--- src/rtl/ec_host_port.sv ---
module ec_host_port #(
  parameter int CONSUME_CYCLES = 8
) (
  input  logic       clk,
  input  logic       rst_n,
  input  logic       host_wr,
  input  logic       host_rd,
  input  logic [3:0] host_ofs,
  input  logic [7:0] host_wdata,
  output logic [7:0] host_rdata,
  output logic       reg_wr,
  output logic       reg_rd,
  output logic [7:0] reg_addr,
  output logic [7:0] reg_wdata,
  input  logic [7:0] reg_rdata
);

  localparam logic [3:0] OFS_DATA = 4'd0;
  localparam logic [3:0] OFS_CMD  = 4'd4;
  localparam int CW = $clog2(CONSUME_CYCLES + 1);
  localparam logic [CW-1:0] LAST = CW'(CONSUME_CYCLES - 1);

  typedef enum logic [1:0] {S_IDLE, S_RADDR, S_WADDR, S_WDATA} seq_t;

  seq_t          st;
  logic          ibf, obf, cmd_flag, burst;
  logic [7:0]    in_q, out_q, addr_q;
  logic [CW-1:0] cnt;

  wire hit       = (host_ofs == OFS_DATA) || (host_ofs == OFS_CMD);
  wire accept    = host_wr && hit && !ibf;
  wire consume   = ibf && (cnt == LAST);
  wire take_data = consume && !cmd_flag;
  wire obf_clr   = host_rd && (host_ofs == OFS_DATA);

  assign reg_rd    = take_data && (st == S_RADDR);
  assign reg_wr    = take_data && (st == S_WDATA);
  assign reg_addr  = (st == S_RADDR) ? in_q : addr_q;
  assign reg_wdata = in_q;

  wire [7:0] status = {3'b000, burst, cmd_flag, 1'b0, ibf, obf};

  assign host_rdata = (host_ofs == OFS_DATA) ? out_q :
                      (host_ofs == OFS_CMD)  ? status : 8'h00;

  always_ff @(posedge clk) begin
    if (!rst_n) begin
      st <= S_IDLE;
      ibf <= 1'b0;
      obf <= 1'b0;
      cmd_flag <= 1'b0;
      burst <= 1'b0;
      in_q <= 8'h00;
      out_q <= 8'h00;
      addr_q <= 8'h00;
      cnt <= '0;
    end else begin
      if (accept) begin
        ibf <= 1'b1;
        in_q <= host_wdata;
        cmd_flag <= (host_ofs == OFS_CMD);
        cnt <= '0;
      end else if (ibf) begin
        cnt <= cnt + 1'b1;
        if (consume) ibf <= 1'b0;
      end

      if (obf_clr) obf <= 1'b0;

      if (consume) begin
        if (cmd_flag) begin
          st <= S_IDLE;
          case (in_q)
            8'h80: st <= S_RADDR;
            8'h81: st <= S_WADDR;
            8'h82: burst <= 1'b1;
            8'h83: burst <= 1'b0;
            8'h84: begin out_q <= 8'h00; obf <= 1'b1; end
            default: ;
          endcase
        end else begin
          case (st)
            S_RADDR: begin out_q <= reg_rdata; obf <= 1'b1; st <= S_IDLE; end
            S_WADDR: begin addr_q <= in_q; st <= S_WDATA; end
            S_WDATA: st <= S_IDLE;
            default: ;
          endcase
        end
      end
    end
  end

  assert_ibf_set_R3: assert property (@(posedge clk) disable iff (!rst_n)
    accept |=> ibf);
  assert_ibf_hold_R3: assert property (@(posedge clk) disable iff (!rst_n)
    (ibf && !consume) |=> ibf);
  assert_obf_source_R6: assert property (@(posedge clk) disable iff (!rst_n)
    $rose(obf) |-> $past(consume));
  assert_obf_clear_R7: assert property (@(posedge clk) disable iff (!rst_n)
    (obf_clr && !consume) |=> !obf);
  assert_access_excl_R5: assert property (@(posedge clk) disable iff (!rst_n)
    !(reg_wr && reg_rd));
  assert_write_ends_R5: assert property (@(posedge clk) disable iff (!rst_n)
    reg_wr |=> (st == S_IDLE));

endmodule

--- config.mk ---
export PLATFORM = sky130hd
export DESIGN_NAME = ec_host_port
export DESIGN_NICKNAME = d
export VERILOG_FILES = /design/src/rtl/ec_host_port.sv
export SDC_FILE = /design/constraint.sdc
export NUM_CORES = 1
export LEC_CHECK = 0
export BUFFER_PORTS_ARGS = -buffer_cell sky130_fd_sc_hd__buf_4
export CORE_UTILIZATION = 45
export DETAILED_ROUTE_END_ITERATION = 12
export PLACE_DENSITY = 0.75
export SLEW_MARGIN = 0
export SYNTH_ARGS = -nofsm -noshare
export SYNTH_HDL_FRONTEND = slang
export SYNTH_SLANG_ARGS = --single-unit
--- constraint.sdc ---
create_clock -name clk -period 1.9 [get_ports clk]
set_clock_uncertainty 0.1 [all_clocks]
set_input_delay 0.57 -clock clk [delete_from_list [all_inputs] [get_ports clk]]
set_output_delay 0.57 -clock clk [all_outputs]
set_load 0.01 [all_outputs]
# ---- Word-level counts from Yosys, hierarchy flattened
# Cells that the tools add are included.
dict set report word_totals {
  register_bits 34
  rom_bits 0
  in_bits 24
  mem_bits_rw 0
  memories 0
  latch_bits 0
}
dict set report classes {
  n_shift 0
  div 0
  n_reduce_logical 20
  n_addsub 1
  n_eq_ne 11
  mux 18
  mul 0
  n_bitwise 2
  magnitude_cmp 0
}
# op n
set op_table {}
lappend op_table {{8-bit equality test, second input constant} 5}
lappend op_table {{8-bit 2-to-1 mux} 5}
lappend op_table {{3-bit AND reduction} 3}
lappend op_table {{4-bit by 3-bit equality test with 1-bit output, second input constant} 2}
lappend op_table {{1-bit 2-to-1 mux} 8}
lappend op_table {{2-bit case mux with 2 select lines} 2}
lappend op_table {{1-bit logical AND} 7}
lappend op_table {{5-bit 2-to-1 mux} 1}
lappend op_table {{4-bit by 1-bit adder with 4-bit output, second input constant} 1}
lappend op_table {{2-bit equality test, second input constant} 2}
lappend op_table {{4-bit logical NOT} 1}
lappend op_table {{2-bit nonzero test} 2}
lappend op_table {{2-bit OR reduction} 2}
lappend op_table {{3-bit nonzero test} 1}
lappend op_table {{2-bit by 1-bit equality test with 1-bit output, second input constant} 1}
lappend op_table {{1-bit logical NOT} 2}
lappend op_table {{2-bit 2-to-1 mux} 1}
lappend op_table {{2-bit by 1-bit inequality test with 1-bit output, second input constant} 1}
lappend op_table {{1-bit inverter} 2}
lappend op_table {{1-bit case mux with 2 select lines} 1}
lappend op_table {{2-bit AND reduction} 1}
lappend op_table {{1-bit logical OR} 1}

# ---- Depth between registers and ports, before layout
dict set report logic_depth {
  depth_word 6
  ltp_mapped 6
}

# ---- Least setup slack after synthesis
# Ideal clock, no wire load.
dict set report synth_timing {
  kind {input port to output port}
  start {input host_ofs[1]}
  end {output host_rdata[2]}
  t_required_ns 1.230
  slack_ns -0.182
  cell_stages 4
  arrival_ns 1.412
  n_path_buf 1
  path_cell_list {or3_1 -> buf_2 -> nor2_1 -> and2_1}
}
dict set report synth_via {
  elab_chain_cells 2
}
# item line_no
set synth_lines {}
lappend synth_lines {{start: declaration} 8} ;# input logic [3:0] host_ofs,
lappend synth_lines {{4-bit logical NOT} 43} ;# assign host_rdata = (host_ofs == OFS_DATA) ? out_q :
lappend synth_lines {{8-bit 2-to-1 mux} 43}
lappend synth_lines {{end: declaration} 10} ;# output logic [7:0] host_rdata,
# Every way passes these cells.

# ---- Worst setup path after layout
# Same ends and word-level chain as after synthesis.

==> metrics.cfg <==
[outcome]
status=finished, violations left
violations=negative setup slack

[layout]
final_cell_mix=42 x buf_4, 31 x dfxtp_1, 22 x buf_6
postLayoutCoreUtil_pct=69.61
final_common_cell=buf_4
area_growth_syn_to_layout_pct=47.32
fillers=253
n_antenna_cell=0
final_nets=246
drive_gt1_share_pct=46.40
fin_area_mm2=0.002341

[clock_network]
clkLatencyLatePin_ns=0.34
clock_sink_count=34
htree_levels=2
clockBufferDepth=2
cts_tree=yes
cts_buffers=5
cts_root_buffer=clkbuf_4
path_clk_slew_ns=0.11

[timing]
finalCriticalPeriod_ns=2.124
worst_pin_slew_ns=0.3178
grt_setup_unrepaired=yes
hold_viol_final=0
final-setup-viol-count=18
drv_slew=0
setup_ws_ns=-0.2239
setup_tns_ns=-3.478
slew_headroom_pct=78.21
fin_crit_sh_pct=111.8
fmax_ghz=0.4708

[setup_path]
crit_slowest_cell=or3_4
cp.arrival_ns=1.45
worst_setup_path_end_kind=primary output
critPathRequiredTime_ns=1.23
worst-r2r-setup-slack_ns=0.06
cp_common_cell=buf_6
critPathTopFamily=simple AND/OR/NAND/NOR gates
crit_path_start_kind=primary input
worst-path-max-fanout=5
cp_cell_sequence=buf_6, or3_4, nor2_4, and2_4, buf_6
critical_path_buf_inv_count=2
crit_type=primary input to primary output
max_stage_delay_ns=0.41

[global_route]
grt_max_degree=31
antenna_found_initial=0
overflow=0
grt.total_usage_pct=22.20
first_global_vias=1389
grt_pass1_wl_um=6044

[worst_hold_path]
hp-class=primary input to flop

[floorplan]
io_pins=50
start_util_pct=47.25
core_mm2=0.003363
die_h_um=61.43
row_count=21
die-width_um=61.43
design.die.area_mm2=0.003773

[job]
maxCapViolations=0

[routing]
routed_wirelength_um=4110
wl_per_cell_um=15.34
drc=0
drt_first_iter_violations=60
ant_nets=0
dr.pass1.iters=4
drt-vias-per-instance=5.224
dr_total_vias=1400

[yosys]
ys_seq_area_share_pct=42.83
async_flop_share_pct=0
ys_ff_latch=34
yosys_warnings=0
synthesis.area_mm2=0.001589
synthCells=162
synthDistinctLibCells=37
avgSynthCellArea_um2=9.809
syn_nets=187
synth-edff-count=0
synth_flop_cell=dfxtp_1

[placement]
numPortBuffers=49
placed_area_mm2=0.002051
post-place-ws_ns=-0.3669
place.gp.congestion=0.7332
dp_hpwl_um=2624

[power_and_ir_drop]
ir_drop_mv=0.4213
cellLeakagePower_nw=1.036
power_density_mw_per_mm2=533.0

area by class of cell:
class	count	area, um2	area share [%]
tap	46	57.56	2.459
sequential	34	686.9	29.34
timing repair buffer	64	563.0	24.05
clock inverter	1	5.005	0.2138
clock buffer	7	55.05	2.352
inverter	2	7.507	0.3207
multi-input combinational	114	965.9	41.26
routing by layer:
layer  vias to the layer above  GRT usage, %  part of all wire [%]
met4                         0         7.302                   1.0
met1                       657         24.29                    41
met5                         -             0                     0
li1                        690             -                     -
met2                        49         40.37                    52
met3                         4         7.353                   5.4
synthesized netlist by cell type (2+ instances only):
master / n / area [um2]
a21boi_0: 3 / 22.52
a32o_1: 8 / 80.08
and2_1: 5 / 31.28
buf_2: 3 / 15.01
buf_4: 2 / 15.01
clkbuf_1: 6 / 22.52
dfxtp_1: 34 / 680.7
inv_1: 2 / 7.510
mux2_2: 8 / 90.09
mux2i_1: 14 / 140.1
nand2_1: 13 / 48.80
nand3_1: 8 / 40.04
nor2_1: 14 / 52.55
nor2b_1: 10 / 62.56
o21ai_0: 9 / 45.04
xor2_1: 2 / 17.52
through the flow:
step           total power, mW  hold slack (ns)  instances
6_report                 1.248           0.3392        268
5_1_grt                  1.296           0.3339        268
4_1_cts                  1.247           0.3329        268
3_5_place_dp            0.8348           0.3572        256
3_3_place_gp            0.8314           0.3420        256
2_1_floorplan           0.7856           0.3335        162
power by group:
part           internal, mW  leakage [nW]  total, mW  switching, mW
clock                 0.179        0.0353      0.420          0.241
combinational        0.0587         0.724      0.102         0.0433
sequential            0.717         0.276      0.726        0.00889
path summary, 6_finish.rpt:
check,start,end,cells past startpoint
worst max-delay path,host_ofs[1],host_rdata[2],5
worst min-delay path,reg_rdata[1],out_q[1]$_SDFFE_PN0P_,2
worst max register to register,cnt[1]$_SDFFE_PP0P_,out_q[5]$_SDFFE_PN0P_,6
worst min register to register,addr_q[4]$_SDFFE_PN0P_,addr_q[4]$_SDFFE_PN0P_,2
logic make-up (layout without fill, tap and decap cells):
family                     Yosys count  in the layout  synth area share [%]
muxes                               22             22                 14.49
xor gates and xnor gates             3              3                 1.654
buffers and inverters               14             74                 4.488
AOI/OAI and AO/OA                   26             26                 12.28
adders and majority gates            1              1                0.7873
and+or+nand+nor                     62             62                 23.46
DFF                                 34             34                 42.83
repair_timing:
item / CTS / global route
gates resized for setup: 26 / 26
cloned: 0 / 0
hold buffers: 0 / 0
hold endpoints to repair: 0 / 0
setup endpoints to repair: 18 / 26
buffers inserted: 4 / 0
pin swaps: 9 / 5
state kept, by name (all words and copies together), names as in the netlist:
signal     count
addr_q         8
out_q          8
reg_wdata      8
cnt            4
st             2
burst          1
cmd_flag       1
ibf            1
obf            1
Power figures use the tool's default switching activity.
